==> src/rtl/pcc_pkg.sv <==
package pcc_pkg;
  typedef enum logic {
    POL_FALL = 1'b0,
    POL_RISE = 1'b1
  } edge_pol_e;
endpackage

==> src/rtl/pcc_edge_det.sv <==
module pcc_edge_det
  import pcc_pkg::*;
(
  input  logic      clk_i,
  input  logic      rst_ni,
  input  logic      enable_i,
  input  edge_pol_e pol_i,
  input  logic      sig_i,
  output logic      cap_o
);
  logic sig_q;

  always_ff @(posedge clk_i or negedge rst_ni) begin
    if (!rst_ni) sig_q <= 1'b0;
    else         sig_q <= sig_i;
  end

  assign cap_o = enable_i && (sig_i == logic'(pol_i)) && (sig_q != logic'(pol_i));

  AST_NO_BACK2BACK: assert property (@(posedge clk_i) disable iff (!rst_ni)
    cap_o && $stable(pol_i) |=> !cap_o);
endmodule

==> src/rtl/pcc_lock_ctrl.sv <==
module pcc_lock_ctrl (
  input  logic clk_i,
  input  logic rst_ni,
  input  logic enable_i,
  input  logic rd_a_i,
  input  logic rd_b_i,
  input  logic cap_i,
  output logic lock_o,
  output logic ld_a1_o,
  output logic ld_b2_o
);
  logic lock_q;

  always_ff @(posedge clk_i or negedge rst_ni) begin
    if (!rst_ni)       lock_q <= 1'b0;
    else if (!enable_i) lock_q <= 1'b0;
    else if (rd_a_i)   lock_q <= 1'b1;
    else if (rd_b_i)   lock_q <= 1'b0;
  end

  // A read has priority over a capture transfer into B1
  assign ld_a1_o = enable_i && rd_a_i;
  assign ld_b2_o = cap_i && !lock_q && !ld_a1_o;
  assign lock_o  = lock_q;

  AST_LOCK_SET: assert property (@(posedge clk_i) disable iff (!rst_ni)
    enable_i && rd_a_i |=> lock_o);
  AST_LOCK_RELEASE: assert property (@(posedge clk_i) disable iff (!rst_ni)
    enable_i && rd_b_i && !rd_a_i |=> !lock_o);
  AST_LOCK_OFF: assert property (@(posedge clk_i) disable iff (!rst_ni)
    !enable_i |=> !lock_o);
endmodule

==> src/rtl/pcc_stage_regs.sv <==
module pcc_stage_regs #(
  parameter int unsigned CNT_W = 16
) (
  input  logic             clk_i,
  input  logic             rst_ni,
  input  logic             enable_i,
  input  logic             cap_i,
  input  logic             ld_a1_i,
  input  logic             ld_b2_i,
  input  logic             flag_clr_i,
  input  logic [CNT_W-1:0] count_i,
  output logic [CNT_W-1:0] a2_o,
  output logic [CNT_W-1:0] b1_o,
  output logic             flag_o
);
  logic [CNT_W-1:0] a1_q, a2_q, b1_q, b2_q;
  logic             armed_q, flag_q;

  always_ff @(posedge clk_i or negedge rst_ni) begin
    if (!rst_ni) begin
      a1_q <= '0;
      a2_q <= '0;
      b2_q <= '0;
    end else if (cap_i) begin
      a2_q <= count_i;
      b2_q <= count_i;
      if (armed_q) a1_q <= b2_q;
    end
  end

  always_ff @(posedge clk_i or negedge rst_ni) begin
    if (!rst_ni)      b1_q <= '0;
    else if (ld_a1_i) b1_q <= a1_q;
    else if (ld_b2_i) b1_q <= b2_q;
  end

  always_ff @(posedge clk_i or negedge rst_ni) begin
    if (!rst_ni) begin
      armed_q <= 1'b0;
      flag_q  <= 1'b0;
    end else if (!enable_i) begin
      armed_q <= 1'b0;
      flag_q  <= 1'b0;
    end else begin
      if (cap_i) armed_q <= 1'b1;
      if (cap_i && armed_q) flag_q <= 1'b1;
      else if (flag_clr_i)  flag_q <= 1'b0;
    end
  end

  assign a2_o   = a2_q;
  assign b1_o   = b1_q;
  assign flag_o = flag_q;

  AST_CAP_A2: assert property (@(posedge clk_i) disable iff (!rst_ni)
    cap_i |=> a2_o == $past(count_i));
  AST_FIRST_NOFLAG: assert property (@(posedge clk_i) disable iff (!rst_ni)
    cap_i && !armed_q |=> !flag_o);
  AST_FLAG_SET: assert property (@(posedge clk_i) disable iff (!rst_ni)
    cap_i && armed_q |=> flag_o);
  AST_FLAG_STICKY: assert property (@(posedge clk_i) disable iff (!rst_ni)
    flag_o && enable_i && !flag_clr_i |=> flag_o);
  AST_RDA_COPY: assert property (@(posedge clk_i) disable iff (!rst_ni)
    ld_a1_i |=> b1_o == $past(a1_q));
endmodule

==> src/rtl/period_capture_channel.sv <==
module period_capture_channel
  import pcc_pkg::*;
#(
  parameter int unsigned CNT_W = 16
) (
  input  logic             clk_i,
  input  logic             rst_ni,
  input  logic             enable_i,
  input  logic             edge_pol_i,
  input  logic             sig_i,
  input  logic [CNT_W-1:0] count_i,
  input  logic             rd_a_i,
  input  logic             rd_b_i,
  input  logic             flag_clr_i,
  output logic [CNT_W-1:0] a_data_o,
  output logic [CNT_W-1:0] b_data_o,
  output logic             flag_o
);
  logic cap, lock, ld_a1, ld_b2;

  pcc_edge_det u_edge (
    .clk_i    (clk_i),
    .rst_ni   (rst_ni),
    .enable_i (enable_i),
    .pol_i    (edge_pol_e'(edge_pol_i)),
    .sig_i    (sig_i),
    .cap_o    (cap)
  );

  pcc_lock_ctrl u_lock (
    .clk_i    (clk_i),
    .rst_ni   (rst_ni),
    .enable_i (enable_i),
    .rd_a_i   (rd_a_i),
    .rd_b_i   (rd_b_i),
    .cap_i    (cap),
    .lock_o   (lock),
    .ld_a1_o  (ld_a1),
    .ld_b2_o  (ld_b2)
  );

  pcc_stage_regs #(.CNT_W(CNT_W)) u_regs (
    .clk_i      (clk_i),
    .rst_ni     (rst_ni),
    .enable_i   (enable_i),
    .cap_i      (cap),
    .ld_a1_i    (ld_a1),
    .ld_b2_i    (ld_b2),
    .flag_clr_i (flag_clr_i),
    .count_i    (count_i),
    .a2_o       (a_data_o),
    .b1_o       (b_data_o),
    .flag_o     (flag_o)
  );

  AST_B1_FROZEN: assert property (@(posedge clk_i) disable iff (!rst_ni)
    lock && !rd_a_i |=> $stable(b_data_o));
  AST_IDLE_A2: assert property (@(posedge clk_i) disable iff (!rst_ni)
    !enable_i |=> $stable(a_data_o));
endmodule

==> config.mk <==
export PLATFORM = sky130hd
export DESIGN_NAME = period_capture_channel
export DESIGN_NICKNAME = d
export VERILOG_FILES = /design/src/rtl/pcc_pkg.sv /design/src/rtl/pcc_edge_det.sv /design/src/rtl/pcc_lock_ctrl.sv /design/src/rtl/pcc_stage_regs.sv /design/src/rtl/period_capture_channel.sv
export SDC_FILE = /design/constraint.sdc
export NUM_CORES = 1
export LEC_CHECK = 0
export CAP_MARGIN = 40
export CORE_UTILIZATION = 48
export CTS_CLUSTER_SIZE = 20
export DETAILED_ROUTE_END_ITERATION = 6
export PLACE_DENSITY = 0.89
export REMOVE_ABC_BUFFERS = 1
export SETUP_SLACK_MARGIN = 0.3
export SLEW_MARGIN = 25
export SYNTH_ARGS = -nofsm -noshare
export SYNTH_HDL_FRONTEND = slang
export SYNTH_SLANG_ARGS = --single-unit
==> constraint.sdc <==
create_clock -name clk_i -period 2.2 [get_ports clk_i]
set_input_delay 0.33 -clock clk_i [delete_from_list [all_inputs] [get_ports clk_i]]
set_output_delay 0.33 -clock clk_i [all_outputs]
set_load 0.05 [all_outputs]
# == Word-level counts from Yosys, hierarchy flattened ==
# Index checks and enable logic that the tools add are counted.
# totals
output_inout_bits,33
word_cells,32
inputBits,24
ff_bits,52
# classes
reduce_logical,10
muxes,10
n_eq_ne,5
# op_table
cell,n
2-to-1 mux 16 bit,2
2-to-1 mux 1 bit,8
logical AND 1 bit,6
"inequality test 3 x 1 -> 1 bit, second input constant",2
zero test 1 bit,2
"inequality test 2 x 1 -> 1 bit, second input constant",1
AND reduction 2 bit,1
nonzero test 2 bit,1
== test 1 bit,1
inequality test 1 bit,1

# == Longest topological paths before layout ==
# logic_depth
depth_word,7
ltp_mapped,6
depth_no_buf,3

# == Modules after synthesis ==
# A second synthesis with hierarchy kept.
# unflattened
cells_unflattened,151
area_unflattened_um2,2164.6
# modules_own_cells
mod,seq_area_each_um2,area_per_inst_um2,cells_per_inst,n_inst
pcc_stage_regs,1251.2,2055.7,142,1
pcc_lock_ctrl,25.0,60.1,5,1
pcc_edge_det,25.0,48.8,4,1

# == Worst setup path after synthesis ==
# No wires, ideal clock.
# synth_path
kind,register -> register
startpoint,register u_edge.sig_q
endpoint,register u_regs.a2_q[0] (netlist: u_regs.a2_o[0])
period_less_slack_ps,1542
path_stages_with_launch,6
path_buffers,2
setup_time_ps,125
arrival_time_ps,1418
required_time_ps,2075
path_slack_ps,658
path_cell_list,dfrtp_1 and3b_1 buf_6 o21ai_4 buf_4 mux2_2
# synth_via
elab_chain_len,2
# synth_lines
element,line_no,source
from (decl),pcc_edge_det.sv:11,logic sig_q;
from (signal assigned),pcc_edge_det.sv:15,else sig_q <= sig_i;
inequality test 1 bit,pcc_edge_det.sv:18,assign cap_o = enable_i && (sig_i == logic'(pol_i)) && (sig_q != logic'(pol_i));
logical AND 1 bit,pcc_edge_det.sv:18,
to (signal assigned),pcc_stage_regs.sv:25,a2_q <= count_i;
to (decl),pcc_stage_regs.sv:16,"logic [CNT_W-1:0] a1_q, a2_q, b1_q, b2_q;"
# No other way between the ends.
# A chain may end at the register's enable or synchronous reset.

# == Final worst setup path ==
# layout_path
startpoint,register u_regs.b1_q[13] (netlist: u_regs.b1_o[13])
endpoint,output b_data_o[13]
# layout_rtl
element,line_no,source
from (decl),pcc_stage_regs.sv:16,
from (signal assigned),pcc_stage_regs.sv:33,else if (ld_a1_i) b1_q <= a1_q;
from (signal assigned),pcc_stage_regs.sv:34,else if (ld_b2_i) b1_q <= b2_q;
to (decl),period_capture_channel.sv:16,"output logic [CNT_W-1:0] b_data_o,"
# No word-level cell between the ends.

==> impl_metrics.toml <==
[status]
status = "finished, violations left"
violations = "DRC"

[die]
initial_utilization_pct = 50.7
num_io_pins = 57
core_um2 = 4440
fp-row-count = 24
die_h_um = 70.5
die_w_um = 70.5
die-area_um2 = 4970

[cts]
clk_pin_slew_ps = 90
cts_root_buf = "clkbuf_8"
h-tree-depth = 2
numCtsBuffers = 5
cts_tree = "built"
clk_latency_ps = 300
clock_sinks = 52
clockBufferDepth = 2

[power_and_ir_drop]
finalPower_mw = 3.31
leakage_nw = 1.39
p_int_mw = 2.06
p_seq_share_pct = 43.5
peakVddDrop_mv = 0.599
p_per_area_nw_per_um2 = 1110
p_switching_mw = 1.25
swShare_pct = 37.7
power_frac_clock_pct = 16.6
combPwrFrac_pct = 39.9

[layout]
layout-drive-gt1-share_pct = 30.3
final_util_pct = 67.1
n_antenna_cell = 0
nets = 234
layout_common_cells = "dfrtp_1 (52), clkdlybuf4s50_1 (44), mux2_2 (23)"
fin_cells = 263
syn_to_final_growth_pct = 32.4
layout_commonest_cell = "dfrtp_1"

[synthesis]
ys_seq_elements = 52
yosys.area_share.simple_pct = 2.72
synth-compound-area-share_pct = 17.9
ys.flop_type = "dfrtp_1"
synth_area_leaders = "dfrtp_1 (58%), mux2_2 (11%), o221a_2 (6.5%)"
synth_edf_count = 0
synth_xor_area_share_pct = 0
synth_area_per_cell_um2 = 15.2
netlist.area_leader.share_pct = 57.7
yosysSeqAreaShare_pct = 57.7
muxShareOfSynthArea_pct = 17.5
synth_top_family_by_area = "compound AO/OA/AOI/OAI gates"
synthArstFlopShare_pct = 100
yosys.area_share.adder_pct = 0
syn-cell-area_um2 = 2250
yosysTopAreaCell = "dfrtp_1"
ys_warn_count = 0
synth_cell_types = 26
synth_cells = 148

[detailed_routing]
drc = 14
route.vias.total = 1525
drtIter0Drc = 112
drt-total-wl_mm = 4.75
drtPass1Iterations = 6
post_drt_wl_per_cell_um = 18.0
via_per_inst = 5.80
ant_nets = 0

[placement]
globalplace.congestion = 0.755
dp_slack_ps = -1.85
dp.cells = 254
port_buffers = 56
dp_hpwl_mm = 3.27

[setup_path]
endpoint_kind = "output port"
slowest_delay_ps = 830
required_ps = 1870
arrival_ps = 1530
cp-start-kind = "register"
path_buf_inv = 1
slowest_stage = "clkdlybuf4s50_1"
critPathTopFamily = "buffers and inverters"
crit_path_max_fanout = 3
cp_cell_sequence = "clkdlybuf4s50_1"
criticalPathCategory = "reg2out"

[global_routing]
grt.total_usage_pct = 20.5
grt_pass1_vias = 1510
grt_pass1_wl_mm = 7.74
antenna_found_initial = 0
grt_start_max_net_pins = 44
grt_overflow_total = 0

[timing]
hold_viol_final = 0
layout_min_cycle_time_ps = 1860
fin_ws_ps = 343
slew_headroom_pct = 60.7
clock.fmax_mhz = 539
final-setup-viol-count = 0
finalClockSkew_ps = 3.03
final.period_utilization_pct = 84.4
worst_pin_slew_ps = 588
drv_slew = 0
rsz0062_at_grt = "no"

[run]
cap_violations = 0

[worst_hold_path]
hold_path_class = "in2async"
[what timing repair did]
item                                    4_1_cts  5_1_grt
endpoints found under the hold margin         9        0
setup buffers                                 0        0
endpoints found under the setup margin        0       24
hold buffers                                  1        0
gates resized for setup                       0       12
[power by group through the flow]
stage                     registers [mW]  clock network (mW)  logic, mW
after global placement              1.43                   0       1.30
after floorplan                     1.91                   0      0.382
after detailed placement            1.45                   0       1.33
after global routing                1.47               0.602       1.37
after CTS                           1.44               0.560       1.33
final                               1.44               0.551       1.32
[kinds of logic after synthesis]
kind of cell	count (synthesis)
multiplexers	32
buffers and inverters	14
AO/OA/AOI/OAI	41
flip-flops	52
AND/OR/NAND/NOR	9
[registers in the layout, indices dropped and copies added, names as in the netlist]
register and cells:
u_edge.sig_q 1, u_lock.lock_o 1, u_regs.a1_q 16, u_regs.a2_o 16
u_regs.armed_q 1, u_regs.b1_o 16, u_regs.flag_o 1
[routing by layer]
metal / global-route usage, % / share of wire [%] / wire length, µm / up-vias
met5: 0 / 0 / 0 / -
met4: 9.52 / 1.2 / 57 / 0
met3: 3.90 / 6.5 / 309 / 5
met2: 32.0 / 48 / 2260 / 60
met1: 27.8 / 45 / 2120 / 765
li1: - / - / - / 695
[cell usage after synthesis, types with 2 or more instances]
master     instances
buf_2              2
buf_4              2
buf_6              2
clkbuf_1           2
dfrtp_1           52
inv_1              4
mux2_2            23
mux2_4             9
nand2_1            3
nor2_1             2
o2111ai_1          3
o211a_1            3
o221a_2           13
o22a_1            16
[through the flow]
step / hold WS (ps) / cell area, µm² / TNS, ps
3_5_place_dp: 205 / 2860 / -4.08
2_1_floorplan: 34.4 / 2170 / 0
3_3_place_gp: 201 / 2860 / 0
4_1_cts: 416 / 2960 / 0
6_report: 411 / 2980 / 0
5_1_grt: 429 / 2980 / 0
[worst paths after layout]
kind                                   end  slack [ps]  depth (start not counted)             from
setup / recovery              b_data_o[13]         340                          1  u_regs.b1_o[13]
hold / removal             u_regs.a2_o[14]         410                          2           rst_ni
setup reg to reg            u_regs.a1_q[9]         540                          4     u_edge.sig_q
hold reg to reg             u_regs.armed_q         500                          2   u_regs.armed_q
max in group asynchronous  u_regs.a1_q[11]        1000                          3           rst_ni
min in group clk_i          u_regs.armed_q         500                          2   u_regs.armed_q
[area by class of cell]
| cell class | instances | area, µm² |
|---|---|---|
| tap | 52 | 65.1 |
| sequential | 52 | 1300 |
| fill | 325 | 1460 |
| clock buffer | 8 | 90.1 |
| multi-input combinational | 82 | 860 |
| inverter | 4 | 15.0 |
| timing repair buffer | 65 | 653 |
(Power assumes the default switching activity.)
